### config.mk
export PLATFORM = sky130hd
export DESIGN_NAME = gpio_irq_port
export DESIGN_NICKNAME = d
export VERILOG_FILES = /design/src/rtl/gpio_irq_pkg.sv /design/src/rtl/gpio_sync.sv /design/src/rtl/gpio_debounce.sv /design/src/rtl/gpio_edge_latch.sv /design/src/rtl/gpio_irq_port.sv
export SDC_FILE = /design/constraint.sdc
export NUM_CORES = 1
export LEC_CHECK = 0
export CAP_MARGIN = 5
export CORE_UTILIZATION = 60
export DETAILED_ROUTE_END_ITERATION = 10
export DONT_BUFFER_PORTS = 1
export PLACE_DENSITY_LB_ADDON = 0.08
export SLEW_MARGIN = 20
export SYNTH_ARGS = -nofsm -noshare
export SYNTH_HDL_FRONTEND = slang
export SYNTH_SLANG_ARGS = --single-unit
### constraint.sdc
create_clock -name clk_i -period 7.1 [get_ports clk_i]
set_input_delay 1.42 -clock clk_i [delete_from_list [all_inputs] [get_ports clk_i]]
set_output_delay 1.42 -clock clk_i [all_outputs]
set_load 0.02 [all_outputs]
### src/rtl/gpio_irq_pkg.sv
package gpio_irq_pkg;
  localparam int unsigned AW = 8;
  localparam logic [AW-1:0] OFS_DATA  = 8'h00;
  localparam logic [AW-1:0] OFS_DIR   = 8'h10;
  localparam logic [AW-1:0] OFS_TYPE1 = 8'h90;
  localparam logic [AW-1:0] OFS_TYPE2 = 8'h94;
  localparam logic [AW-1:0] OFS_EOI   = 8'h98;
  localparam logic [AW-1:0] OFS_EN    = 8'h9C;
  localparam logic [AW-1:0] OFS_STAT  = 8'hA0;
  localparam logic [AW-1:0] OFS_DEB   = 8'hA8;
endpackage

### src/rtl/gpio_sync.sv
module gpio_sync #(
  parameter int unsigned W = 8
) (
  input  logic         clk_i,
  input  logic         rst_ni,
  input  logic [W-1:0] d_i,
  output logic [W-1:0] q_o
);
  logic [W-1:0] s1_q, s2_q;

  always_ff @(posedge clk_i or negedge rst_ni) begin
    if (!rst_ni) begin
      s1_q <= '0;
      s2_q <= '0;
    end else begin
      s1_q <= d_i;
      s2_q <= s1_q;
    end
  end

  assign q_o = s2_q;
endmodule

### src/rtl/gpio_debounce.sv
module gpio_debounce #(
  parameter int unsigned W      = 8,
  parameter int unsigned DB_DIV = 4,
  parameter int unsigned DB_CNT = 16
) (
  input  logic         clk_i,
  input  logic         rst_ni,
  input  logic [W-1:0] raw_i,
  output logic [W-1:0] lvl_o
);
  localparam int unsigned DW = (DB_DIV > 1) ? $clog2(DB_DIV) : 1;
  localparam int unsigned CW = (DB_CNT > 1) ? $clog2(DB_CNT) : 1;

  logic [DW-1:0] div_q;
  logic          tick;

  assign tick = (div_q == DW'(DB_DIV - 1));

  always_ff @(posedge clk_i or negedge rst_ni) begin
    if (!rst_ni) div_q <= '0;
    else         div_q <= tick ? '0 : div_q + 1'b1;
  end

  for (genvar g = 0; g < W; g++) begin : g_pin
    logic [CW-1:0] cnt_q;
    logic          lvl_q;

    always_ff @(posedge clk_i or negedge rst_ni) begin
      if (!rst_ni) begin
        cnt_q <= '0;
        lvl_q <= 1'b0;
      end else if (raw_i[g] == lvl_q) begin
        cnt_q <= '0;
      end else if (tick) begin
        if (cnt_q == CW'(DB_CNT - 1)) begin
          lvl_q <= raw_i[g];
          cnt_q <= '0;
        end else begin
          cnt_q <= cnt_q + 1'b1;
        end
      end
    end

    assign lvl_o[g] = lvl_q;
  end
endmodule

### src/rtl/gpio_edge_latch.sv
module gpio_edge_latch #(
  parameter int unsigned W = 8
) (
  input  logic         clk_i,
  input  logic         rst_ni,
  input  logic [W-1:0] lvl_i,
  input  logic [W-1:0] edge_mode_i,
  input  logic [W-1:0] rise_i,
  input  logic [W-1:0] en_i,
  input  logic [W-1:0] clr_i,
  input  logic [W-1:0] rearm_i,
  output logic [W-1:0] ev_o,
  output logic [W-1:0] prev_o,
  output logic [W-1:0] hit_o
);
  logic [W-1:0] ev_q, prev_q;

  assign hit_o = en_i & edge_mode_i &
                 ((rise_i & lvl_i & ~prev_q) | (~rise_i & ~lvl_i & prev_q));

  always_ff @(posedge clk_i or negedge rst_ni) begin
    if (!rst_ni) begin
      ev_q   <= '0;
      prev_q <= '0;
    end else begin
      prev_q <= lvl_i;
      // mode change wins over a new hit; a new hit wins over a clear
      ev_q   <= ~rearm_i & (hit_o | (ev_q & ~clr_i));
    end
  end

  assign ev_o   = ev_q;
  assign prev_o = prev_q;
endmodule

### src/rtl/gpio_irq_port.sv
module gpio_irq_port
  import gpio_irq_pkg::*;
#(
  parameter int unsigned W      = 8,
  parameter int unsigned DB_DIV = 4,
  parameter int unsigned DB_CNT = 16
) (
  input  logic          clk_i,
  input  logic          rst_ni,
  input  logic [AW-1:0] addr_i,
  input  logic [W-1:0]  wdata_i,
  input  logic          wr_i,
  input  logic          rd_i,
  output logic [W-1:0]  rdata_o,
  input  logic [W-1:0]  pad_in_i,
  output logic [W-1:0]  pad_out_o,
  output logic [W-1:0]  pad_oe_o,
  output logic          irq_o,
  output logic [W-1:0]  irq_pin_o
);
  logic [W-1:0] data_q, dir_q, type1_q, type2_q, en_q, deb_q;
  logic [W-1:0] sync_lvl, deb_lvl, filt;
  logic [W-1:0] ev, prev, hit, clr, rearm;
  logic [W-1:0] lvl_stat, stat;

  gpio_sync #(.W(W)) i_sync (
    .clk_i (clk_i), .rst_ni(rst_ni), .d_i(pad_in_i), .q_o(sync_lvl)
  );

  gpio_debounce #(.W(W), .DB_DIV(DB_DIV), .DB_CNT(DB_CNT)) i_deb (
    .clk_i (clk_i), .rst_ni(rst_ni), .raw_i(sync_lvl), .lvl_o(deb_lvl)
  );

  assign filt = (deb_q & deb_lvl) | (~deb_q & sync_lvl);

  always_comb begin
    clr   = '0;
    rearm = '0;
    if (wr_i) begin
      if (addr_i == OFS_EOI)   clr   = wdata_i;
      if (addr_i == OFS_TYPE1) rearm = wdata_i ^ type1_q;
      if (addr_i == OFS_TYPE2) rearm = wdata_i ^ type2_q;
    end
  end

  gpio_edge_latch #(.W(W)) i_det (
    .clk_i      (clk_i),
    .rst_ni     (rst_ni),
    .lvl_i      (filt),
    .edge_mode_i(type1_q),
    .rise_i     (type2_q),
    .en_i       (en_q),
    .clr_i      (clr),
    .rearm_i    (rearm),
    .ev_o       (ev),
    .prev_o     (prev),
    .hit_o      (hit)
  );

  always_ff @(posedge clk_i or negedge rst_ni) begin
    if (!rst_ni) begin
      data_q  <= '0;
      dir_q   <= '0;
      type1_q <= '0;
      type2_q <= '0;
      en_q    <= '0;
      deb_q   <= '0;
    end else if (wr_i) begin
      unique case (addr_i)
        OFS_DATA:  data_q  <= wdata_i;
        OFS_DIR:   dir_q   <= wdata_i;
        OFS_TYPE1: type1_q <= wdata_i;
        OFS_TYPE2: type2_q <= wdata_i;
        OFS_EN:    en_q    <= wdata_i;
        OFS_DEB:   deb_q   <= wdata_i;
        default: ;
      endcase
    end
  end

  assign lvl_stat  = (type2_q & filt) | (~type2_q & ~filt);
  assign stat      = en_q & ((type1_q & ev) | (~type1_q & lvl_stat));
  assign irq_pin_o = stat;
  assign irq_o     = |stat;
  assign pad_out_o = data_q;
  assign pad_oe_o  = dir_q;

  always_comb begin
    rdata_o = '0;
    if (rd_i) begin
      unique case (addr_i)
        OFS_DATA:  rdata_o = sync_lvl;
        OFS_DIR:   rdata_o = dir_q;
        OFS_TYPE1: rdata_o = type1_q;
        OFS_TYPE2: rdata_o = type2_q;
        OFS_EN:    rdata_o = en_q;
        OFS_STAT:  rdata_o = stat;
        OFS_DEB:   rdata_o = deb_q;
        default:   rdata_o = '0;
      endcase
    end
  end
endmodule


* Word level (Yosys, flattened, before mapping)
Index checks and enable logic that the tools add are counted.
** Storage, ports and cells
- Register bits after elaboration :: 122
- Bits of input ports :: 28
- Output and inout bits :: 33
- Logic and storage cells :: 151
** Cells by class
- $add $sub $neg :: 9
- Equality and inequality tests :: 24
- Multiplexer cells :: 32
- Bitwise gates (word level) :: 35
- Reductions and logical operators :: 24
** Operators by type and width (count)
- 8-bit bitwise AND :: 13
- 4-bit 2-to-1 mux :: 24
- 8-bit inverter :: 7
- 8-bit case mux with 7 select lines :: 1
- 8-bit equality test (second input constant) :: 6
- 8-bit 2-to-1 mux :: 6
- 8-bit bitwise OR :: 5
- 4-bit by 1-bit adder with 4-bit output (second input constant) :: 8
- 4-bit equality test (second input constant) :: 8
- 3-bit AND reduction :: 8
- 2-bit nonzero test :: 8
- 8-bit bitwise XOR :: 2
- 2-bit AND reduction :: 6
- 1-bit equality test :: 8
- 8-bit by 5-bit equality test with 1-bit output (second input constant) :: 1
- 8-bit zero test :: 1
- 1-bit inverter :: 8
- 8-bit OR reduction :: 1
- 2-bit by 1-bit adder with 2-bit output (second input constant) :: 1
- 2-bit equality test (second input constant) :: 1
- 2-bit 2-to-1 mux :: 1

* Depth between registers and ports, before layout
Gate-level depths: netlist of run 1.
- Depth after elaboration :: 11
- Depth in mapped cells :: 8

* By module
A second synthesis of run 1 with hierarchy kept.
** Unflattened totals
- Cells, all modules :: 619
- Area total of the unflattened synthesis :: 6568.8 um^2
** By module, submodules not included
- gpio_irq_port :: times used 1, cells an instance 332, area an instance 3230.6 um^2, seq. area each 1201.2 um^2
- gpio_debounce :: times used 1, cells an instance 199, area an instance 2162.1 um^2, seq. area each 1051.0 um^2
- gpio_edge_latch :: times used 1, cells an instance 72, area an instance 775.7 um^2, seq. area each 400.4 um^2
- gpio_sync :: times used 1, cells an instance 16, area an instance 400.4 um^2, seq. area each 400.4 um^2

* Worst setup path after synthesis of run 1
OpenSTA, ideal clock, no wires.
- Path kind :: in2out
- Start :: input addr_i[1]
- End :: output rdata_o[2]
- Data arrival time :: 3176 ps
- Required time :: 5680 ps
- Slack :: 2504 ps
- Stages on the path :: 6
- Path buffers :: 1
- Cells stage by stage :: or4_1 -> buf_2 -> nor4b_4 -> a22o_1 -> a221oi_1 -> a31oi_1
** On the way
- Cells in the longest elaborated chain, start to end :: 3
- Elaborated cells on any way between the ends :: 9
- Classes of those cells :: eq/ne: 6; mux: 2; reduce/logical: 1
** Ends and longest elaborated chain
- start: declaration :: RTL line gpio_irq_port.sv:10 : input logic [AW-1:0] addr_i,
- 8-bit equality test, or another cell as far along :: RTL line gpio_irq_port.sv:91 : unique case (addr_i)
- 8-bit case mux with 7 select lines (*) :: RTL line gpio_irq_port.sv:91
- 8-bit 2-to-1 mux (*) :: RTL line gpio_irq_port.sv:90 : if (rd_i) begin
- end: declaration :: RTL line gpio_irq_port.sv:14 : output logic [W-1:0] rdata_o,
Mark *: on every way between the ends. The rest lies on a longest branch, timed or not.

* Final worst setup path of run 1
- Start :: input addr_i[1]
- End :: output rdata_o[5]
Same word-level chain as after synthesis.

==> summary.md, run 1 <==
| Metric | Value |
|---|---|
| WHS Endpoint | `i_sync.q_o[3]` |
| CTS H-tree lvls | `4` |
| Initial antenna violation count | `0` |
| Post-layout utilization of the core | `0.6819` |
| R2R cell count | `3` |
| Final Hold Fails | `0` |
| Total track usage | `0.2814` |
| Setup violators final | `0` |
| Startpoint Class | `input pin` |
| Crit Reg-Reg Startpoint | `i_deb.div_q[0]` |
| Synth area leaders | `dfrtp_1, mux2_2, ha_1` |
| WL met2 | `~6700 µm` |
| Main flop type after synthesis | `dfrtp_1` |
| Die ar. | `approximately 10000 µm²` |
| GR Overflow Total | `0` |
| Detailed-route vias per instance | `around 6.3` |
| Crit path capture type | `output pin` |
| DRT iter0 DRCs | `295` |
| Most frequent cells in the layout | `dfrtp_1, nand2_1, mux2_2, nor2_1, mux2i_1` |
| Gate Count Post-Synth | `between 500 and 600` |
| Detailed Routing Iterations Pass 1 | `5` |
| Worst hold stages | `0` |
| Vias in the first global route | `4254` |
| Layout area overhead | `10.34%` |
| Num CTS Buffers | `17` |
| Most common cell after layout, fill and taps aside | `dfrtp_1` |
| Number of diodes | `0` |
| Hold Buf Count CTS | `0` |
| Yosys top cell by area | `dfrtp_1` |
| Reg-to-reg setup timing slack | `5.05 ns` |
| CTS Buffer Depth | `2` |
| Synth Register Bits | `122` |
| Drt drc | `0` |
| Routed met3 length | `about 1100 µm` |
| Final nets | `600` |
| Sequential element share of the synthesized area | `0.5054` |
| Max cap viols | `0` |
| Clock slew at reported path FFs | `0.06 ns` |
| RSZ-0062 raised after global routing | `false` |
| Final Cycle Share | `0.7163` |
| Total power | `~1.6 mW` |
| Leak | `slightly below 3 nW` |
| Antenna-violating nets left | `0` |
| Relative slew slack | `0.2814` |
| CP arrival | `about 3.7 ns` |
| Crit-path max FO | `9` |
| Pin count of the biggest net entering global routing | `between 100 and 150` |
| Min-Delay Path Class | `reg -> reg` |
| Die Ht | `102.3 µm` |
| I/O pin cnt | `between 60 and 70` |
| Initial Utilization | `0.6180` |
| Syn Std Cell Area | `a little over 6000 µm²` |
| Required time worst endpoint | `about 5.7 ns` |
| CTS tree | `built` |
| CP Buf/Inv Count | `0` |
| Rows | `36` |
| Core area | `slightly below 10000 µm²` |
| Slew @ Worst Pin | `~1.1 ns` |
| CTS resizes | `0` |
| Largest stage delay, worst path | `~0.72 ns` |
| Number of flops mapped to enable cells by yosys | `0` |
| Worst-Skew Late Latency | `approximately 0.54 ns` |
| Mean Syn Cell Area | `around 11 µm²` |
| Post-Route WL | `13800 µm` |
| CTS Root Cell | `clkbuf_8` |
| CP delay by family, top | `simple AND/OR/NAND/NOR gates` |
| Placed Area | `around 6000 µm²` |
| I/O Buffers | `0` |
| # Post-CTS Setup Buffers | `0` |
| Ratio of cells with drive above 1 in the final layout | `0.1571` |
| Slowest cell on the critical path | `nor4b_4` |
| DP HPWL | `between 8000 and 9000 µm` |
| Setup skew after layout | `0.007381 ns` |
| Pwr/cell area | `roughly 250 nW/µm²` |
| Min Tclk post-route | `5.086 ns` |
| Max Clock Freq | `approximately 200 MHz` |
| Synth warn | `0` |
| Met1 WL | `5650 µm` |
| Die X | `approximately 100 µm` |
| Mapped Nets | `just over 600` |
| Worst-path cell chain | `or4_1 -> nor4b_4 -> a22o_1 -> a221oi_1 -> a31oi_1` |
| Setup tns final | `0 ns` |
| GPL Wtd Cong | `0.8646` |
| Ys async rst share | `1.000` |
| VDD IR-drop max | `about 0.22 mV` |
| Status | `finished, final reports clean` |
| Hold_sp | `i_sync.s1_q[3]` |
| CP Class | `in -> out` |
| Synth top area share | `0.5054` |
| Post-DR wirelength/cell | `between 15 and 20 µm` |
| Slew Limit Fails | `0` |
| Design Area, Final | `roughly 6700 µm²` |
| Vias after detailed routing | `roughly 4400` |
| Worst R2R End | `i_deb.g_pin[6].lvl_q` |
| # clock sinks | `122` |
| First-pass GRT wire length | `approximately 21000 µm` |
| Top sig layer | `met4` |
| Synth cell types | `52` |
## cells by family (layout without fill, tap and decap cells)
| family | count (synthesis) | in the layout | share of synthesized area |
|---|---|---|---|
| and+or+nand+nor | 161 | 161 | 0.1305 |
| DFF | 122 | 122 | 0.5054 |
| AOI/OAI and AO/OA | 112 | 112 | 0.1336 |
| muxes | 68 | 68 | 0.1216 |
| buffers and inverters | 48 | 56 | 0.03397 |
| adders and majority gates | 25 | 25 | 0.05178 |
| xor gates and xnor gates | 16 | 16 | 0.02320 |
## routing by layer
layer / GRT usage / vias to the layer above
met5: 0 / -
met4: 0.1473 / 0
met3: 0.08687 / 30
met2: 0.4512 / 158
met1: 0.3428 / 2170
li1: - / 2020
## registers in the layout, indices dropped and copies added (netlist names)
register	count
type2_q	8
i_deb.div_q	2
deb_q	8
en_q	8
i_det.ev_o	8
i_sync.s1_q	8
type1_q	8
i_deb.g_pin.cnt_q	32
i_deb.g_pin.lvl_q	8
pad_out_o	8
i_sync.q_o	8
i_det.prev_o	8
pad_oe_o	8
## worst max-delay path by stage
| stage | endpoint | cells after the start | slack [ns] | start |
|---|---|---|---|---|
| after floorplan | rdata_o[2] | 6 | 2.50 | addr_i[1] |
| after global placement | rdata_o[5] | 5 | 2.13 | addr_i[1] |
| after detailed placement | rdata_o[5] | 5 | 2.06 | addr_i[1] |
| after CTS | rdata_o[5] | 5 | 2.06 | addr_i[1] |
| after global routing | rdata_o[5] | 5 | 1.97 | addr_i[1] |
| final | rdata_o[5] | 5 | 2.01 | addr_i[1] |
## layout make-up
class	instances	area [µm²]
Timing Repair Buffer	1	7.507
Inverter	23	86.33
Fill cell	767	3109
Clock inverter	15	152.6
Multi-Input combinational cell	382	2785
Tap cell	133	166.4
Clock buffer	17	414.1
Sequential cell	122	3053
## metrics by stage
stage          setup slack, ns  hold WS (ns)  std cells
2_1_floorplan            2.504        0.3312        552
3_3_place_gp             2.125        0.3360        661
3_5_place_dp             2.061        0.3347        661
4_1_cts                  2.057        0.3481        693
5_1_grt                  1.969        0.3536        693
6_report                 2.014        0.3471        693
## power by group
part	internal [mW]	switching (mW)
sequential	0.720	0.0327
clock	0.498	0.322
combinational	0.0313	0.0341
total	1.25	0.388
## cells in the mapped netlist (2+ instances only)
cell      number
a21oi_1       15
a221o_1        7
a221oi_1       6
a222oi_1       3
a22o_1         5
a22oi_1        8
a31oi_1       16
a32oi_1       10
a41oi_1        8
and2_0         2
and2_1         4
and3_1         2
and3b_1        2
buf_2         13
clkbuf_1       9
dfrtp_1      122
ha_1          25
inv_1         23
mux2_2        43
mux2i_1       25
nand2_1       73
nand3_1        9
nand4_1        9
nor2_1        36
nor2b_1        2
nor3_1         9
o21ai_0       21
o221ai_1       7
xnor2_1        8
xor2_1         8
Power figures use the tool's default switching activity.
==> inputs of run 2 (changes only) <==
Settings changed: CORE_UTILIZATION 60 to 57.
Clock period 7.1 ns to 4.3 ns, I/O delays scaled along.
==> run 2 against run 1 <==
Compared with the run above: flip-flop and latch count is the same; clock skew down 0.0017 ns; total power increased by 72%; first-iteration DRC count grew 30%; die area increased by 5.2%; hold slack worse by 0.31 ns; critical path depth did not move; sequential power up 65%; non-clock buffer count increased by 6; sequential share of layout area fell by 0.66 points.
==> summary.md, run 2 (synthesis gave the netlist of run 1 again) <==
| Metric | Value |
|---|---|
| Worst slack, placed | `between 0.6 and 0.7 ns` |
| Post-layout utilization of the core | `0.6580` |
| CTS Buffer Depth | `2` |
| Final Cycle Share | `0.8650` |
| # clock sinks | `roughly 120` |
| Post-DR wirelength/cell | `around 19 µm` |
| GR Overflow Total | `0` |
| Detailed-route vias per instance | `6.218` |
| Footprint of the multi-input gates | `2785 µm²` |
| Setup violators final | `0` |
| Die ar. | `between 10000 and 15000 µm²` |
| I/O pin cnt | `61` |
| Slew Limit Fails | `0` |
| RSZ-0062 raised after global routing | `false` |
| Initial antenna violation count | `0` |
| Fill cell total of the finished layout | `a little over 800` |
| CTS tree | `built` |
| Setup ws final | `a little under 0.6 ns` |
| Clock slew at reported path FFs | `around 0.060 ns` |
| Max Clock Freq | `268.9 MHz` |
| Drt drc | `0` |
| Vias after detailed routing | `~4400` |
| CTS resizes | `0` |
| Startpoint Class | `input pin` |
| Setup skew after layout | `0.005724 ns` |
| Setup tns final | `0 ns` |
| CP Class | `in -> out` |
| Ratio of cells with drive above 1 in the final layout | `0.1643` |
| Most common cell after layout, fill and taps aside | `dfrtp_1` |
| Layout area overhead | `11.95%` |
| DRT iter0 DRCs | `roughly 380` |
| Die X | `around 100 µm` |
| Core area | `10280 µm²` |
| Slowest cell on the critical path | `or4_1` |
| Most frequent cells in the layout | `dfrtp_1, nand2_1, mux2_2, nor2_1, mux2i_1` |
| CP arrival | `roughly 2.9 ns` |
| Die Ht | `approximately 100 µm` |
| Crit-path max FO | `5` |
| Crit path capture type | `output pin` |
| Worst-path cell chain | `or4_1 -> nor4b_4 -> buf_4 -> a22oi_1 -> a31oi_1` |
| GPL Wtd Cong | `slightly below 0.9` |
| Initial Utilization | `0.5878` |
| First-pass GRT wire length | `around 22000 µm` |
| Num CTS Buffers | `17` |
| CTS Root Cell | `clkbuf_8` |
| Post-Route WL | `between 10000 and 15000 µm` |
| Antenna-violating nets left | `0` |
| CP delay by family, top | `simple AND/OR/NAND/NOR gates` |
| Hold Buf Count CTS | `0` |
| Max cap viols | `0` |
| Relative slew slack | `0.3048` |
| Status | `finished, final reports clean` |
| CP Buf/Inv Count | `1` |
| Final Hold Fails | `0` |
| Pin count of the biggest net entering global routing | `around 120` |
| Total track usage | `0.2603` |
| Min-Delay Path Class | `in -> async` |
| Final nets | `slightly above 600` |
| Slew @ Worst Pin | `between 1 and 1.5 ns` |
| Largest reg by FF count | `i_deb.g_pin.cnt_q` |
| DP HPWL | `around 8900 µm` |
| Number of diodes | `0` |
| I/O Buffers | `0` |
| CTS H-tree lvls | `4` |
| Worst-Skew Late Latency | `~0.52 ns` |
| Min Tclk post-route | `3.719 ns` |
| Largest stage delay, worst path | `about 0.68 ns` |
| Vias in the first global route | `approximately 4300` |
| Leak | `around 3.0 nW` |
| Detailed Routing Iterations Pass 1 | `7` |
| Pwr/cell area | `415.8 nW/µm²` |
| Reg area | `between 3000 and 4000 µm²` |
| Max reg flops | `32` |
| Rows | `37` |
| # Post-CTS Setup Buffers | `0` |
| Required time worst endpoint | `about 3.4 ns` |
| VDD IR-drop max | `0.3181 mV` |
## run 2: cell count changes in the layout (fill, tap and decap cells not counted)
cell and delta:
buf_4 +6, bufinv_16 +2, clkbuf_1 +1, clkinv_2 -2, clkinv_4 +2, clkinvlp_4 -3
## run 2: layer usage
layer	up-vias	GRT usage	part of all wire
li1	2021	-	-
met5	-	0	0
met4	0	0.1197	0.025
met2	159	0.4144	0.49
met1	2156	0.3297	0.41
met3	29	0.07424	0.074
## run 2: stage by stage
step	hold slack [ns]	total power, mW	cells	cell area (µm²)
4_1_cts	0.01886	2.836	702	6763
3_3_place_gp	0.3324	1.364	670	6147
2_1_floorplan	0.3312	1.346	552	6041
5_1_grt	0.01487	2.898	702	6763
6_report	0.03421	2.812	702	6763
3_5_place_dp	0.3347	1.369	670	6147
## run 2: final timing paths
check	from	end	slack, ns	depth (start not counted)
min in group clk_i	i_sync.s1_q[5]	i_sync.q_o[5]	0.35	0
hold / removal	rst_ni	i_deb.g_pin[2].cnt_q[0]	0.03	0
setup / recovery	addr_i[1]	rdata_o[4]	0.58	5
hold reg to reg	i_sync.s1_q[5]	i_sync.q_o[5]	0.35	0
setup reg to reg	i_deb.div_q[0]	i_deb.g_pin[6].lvl_q	2.28	3
max in group asynchronous	rst_ni	pad_oe_o[4]	4.05	0
## run 2: final cells by class
class | instances | area share
Tap cell | 136 | 0.02516
Sequential cell | 122 | 0.4514
Clock buffer | 18 | 0.06179
Inverter | 23 | 0.01277
Timing Repair Buffer | 7 | 0.007771
Clock inverter | 14 | 0.02923
Multi-Input combinational cell | 382 | 0.4118
## run 2: where the power goes
| group | switching [mW] | internal, mW | leakage [nW] |
|---|---|---|---|
| logic | 0.0554 | 0.0511 | 1.13 |
| registers | 0.0542 | 1.19 | 1.59 |
| clock network | 0.518 | 0.944 | 0.295 |
## run 2: worst register-to-register path, stage by stage, from the launching register on
cell and delay (ns):
dfrtp_1 0.36, ha_2 0.89, nand4_1 0.31, mux2_2 0.36
==> inputs of run 3 (changes only) <==
Settings changed: PLACE_DENSITY from default to 0.73, PLACE_DENSITY_LB_ADDON 0.08 to default.
==> run 3 against run 2 <==
Compared with the run above: fmax down 0.98%; highest routed layer unchanged; critical path type unchanged; combinational power is 6% higher; register-to-register slack hardly changed; sequential power about the same; critical endpoint unchanged; via count up 2.5%; first-iteration DRC count decreased by 4.2%.
==> summary.md, run 3 (synthesis gave the netlist of run 1 again) <==
| Metric | Value |
|---|---|
| Status | `finished, final reports clean` |
| Total power | `between 2 and 3 mW` |
| Worst R2R End | `i_deb.g_pin[6].lvl_q` |
| Max Clock Freq | `between 200 and 300 MHz` |
| Rows | `37` |
| Vias in the first global route | `approximately 4400` |
| Placed Area | `roughly 6200 µm²` |
| Design Area, Final | `6773 µm²` |
| Vias after detailed routing | `between 4000 and 5000` |
| Final Hold Fails | `0` |
| Worst-Skew Late Latency | `around 0.53 ns` |
| Min-Delay Path Class | `in -> async` |
| Die X | `about 100 µm` |
| GPL Wtd Cong | `between 0.8 and 0.9` |
| Leak | `between 3 and 4 nW` |
| Most common cell after layout, fill and taps aside | `dfrtp_1` |
| Detailed-route vias per instance | `roughly 6.4` |
| Min Tclk post-route | `approximately 3.8 ns` |
| Die ar. | `about 11000 µm²` |
| Worst slack, placed | `about 0.56 ns` |
| Pwr/cell area | `just over 400 nW/µm²` |
| Die Ht | `roughly 100 µm` |
| Number of diodes | `0` |
| CTS Root Cell | `clkbuf_8` |
| Required time worst endpoint | `~3.4 ns` |
| Most frequent cells in the layout | `dfrtp_1, nand2_1, mux2_2, nor2_1, mux2i_1` |
| CP arrival | `about 2.9 ns` |
| GR Overflow Total | `0` |
| Levels on crit path | `5` |
| Startpoint Class | `input pin` |
| Setup ws final | `0.5438 ns` |
| DP HPWL | `9187 µm` |
| # clock sinks | `roughly 120` |
| DRT iter0 DRCs | `around 370` |
| Initial Utilization | `0.5878` |
| Max reg flops | `32` |
| First-pass GRT wire length | `between 20000 and 25000 µm` |
| Reg-to-reg setup timing slack | `~2.3 ns` |
| Largest reg by FF count | `i_deb.g_pin.cnt_q` |
| Crit path capture type | `output pin` |
| Post-Route WL | `between 10000 and 15000 µm` |
| Antenna-violating nets left | `0` |
| Pin count of the biggest net entering global routing | `between 100 and 150` |
| CP Buf/Inv Count | `1` |
| CTS H-tree lvls | `4` |
| CTS tree | `built` |
| I/O pin cnt | `a little over 60` |
| Crit Reg-Reg Startpoint | `i_deb.div_q[0]` |
| Num CTS Buffers | `17` |
| Detailed Routing Iterations Pass 1 | `5` |
| Ratio of cells with drive above 1 in the final layout | `0.1673` |
| Slowest cell on the critical path | `or4_1` |
| Max cap viols | `0` |
| VDD IR-drop max | `0.2745 mV` |
| Initial antenna violation count | `0` |
| # Post-CTS Setup Buffers | `0` |
| Clock slew at reported path FFs | `~0.05 ns` |
| Setup skew after layout | `0.004427 ns` |
| CP delay by family, top | `simple AND/OR/NAND/NOR gates` |
| Final Cycle Share | `0.8735` |
| Relative slew slack | `0.3011` |
| RSZ-0062 raised after global routing | `false` |
| Setup violators final | `0` |
| Largest stage delay, worst path | `0.68 ns` |
| Hold slack | `about 0.028 ns` |
| Post-DR wirelength/cell | `around 20 µm` |
| CP Class | `in -> out` |
| R2R cell count | `3` |
| Slew Limit Fails | `0` |
| Layout area overhead | `12.12%` |
| Total track usage | `0.2710` |
| Core area | `10280 µm²` |
| Setup tns final | `0 ns` |
| CTS Buffer Depth | `2` |
| Final nets | `between 600 and 700` |
| I/O Buffers | `0` |
| Slew @ Worst Pin | `roughly 1.0 ns` |
| Worst-path cell chain | `or4_1 -> nor4b_4 -> buf_4 -> a22oi_1 -> a31oi_1` |
| Crit-path max FO | `6` |
| Crit path to | `rdata_o[4]` |
| Worst setup startpoint | `addr_i[1]` |
| Drt drc | `0` |
[run 3: layer usage]
layer / GRT usage / vias to the layer above / part of all wire
met2: 0.4428 / 173 / 0.50
met1: 0.3385 / 2234 / 0.40
met5: 0 / - / 0
met4: 0.1167 / 0 / 0.022
li1: - / 2031 / -
met3: 0.07548 / 34 / 0.070
[run 3: how the worst min path moves through the flow]
| stage | endpoint | slack [ns] | from | cells past startpoint |
|---|---|---|---|---|
| after detailed placement | i_sync.q_o[0] | 0.34 | i_sync.s1_q[0] | 0 |
| after CTS | i_sync.q_o[0] | 0.003 | rst_ni | 0 |
| after global placement | i_sync.q_o[5] | 0.33 | i_sync.s1_q[5] | 0 |
| after global routing | i_deb.g_pin[4].cnt_q[0] | 0.005 | rst_ni | 0 |
| final | i_deb.g_pin[4].cnt_q[0] | 0.03 | rst_ni | 0 |
| after floorplan | i_sync.q_o[0] | 0.33 | i_sync.s1_q[0] | 0 |
[run 3: layout make-up]
type | count | area, µm²
Sequential cell | 122 | 3053
Fill cell | 762 | 3505
Clock buffer | 19 | 441.7
Multi-Input combinational cell | 382 | 2785
Timing Repair Buffer | 9 | 70.07
Tap cell | 136 | 170.2
Inverter | 23 | 86.33
Clock inverter | 13 | 166.4
[run 3: where the power goes]
part / total (mW) / switching, mW / internal (mW)
Combinational: 0.112 / 0.0598 / 0.0522
Clock: 1.44 / 0.519 / 0.917
Sequential: 1.24 / 0.0554 / 1.19
Total: 2.79 / 0.634 / 2.16
[run 3: timing repair]
action                    4_1_cts  5_1_grt
gates resized for setup         0        0
hold endpoints to repair        0       14
hold buffers                    0        1
[run 3: through the flow]
stage                       util  std cells
final                     0.6590        704
after global routing      0.6590        704
after CTS                 0.6580        703
after detailed placement  0.5989        671
after global placement    0.5989        671
after floorplan                -        552
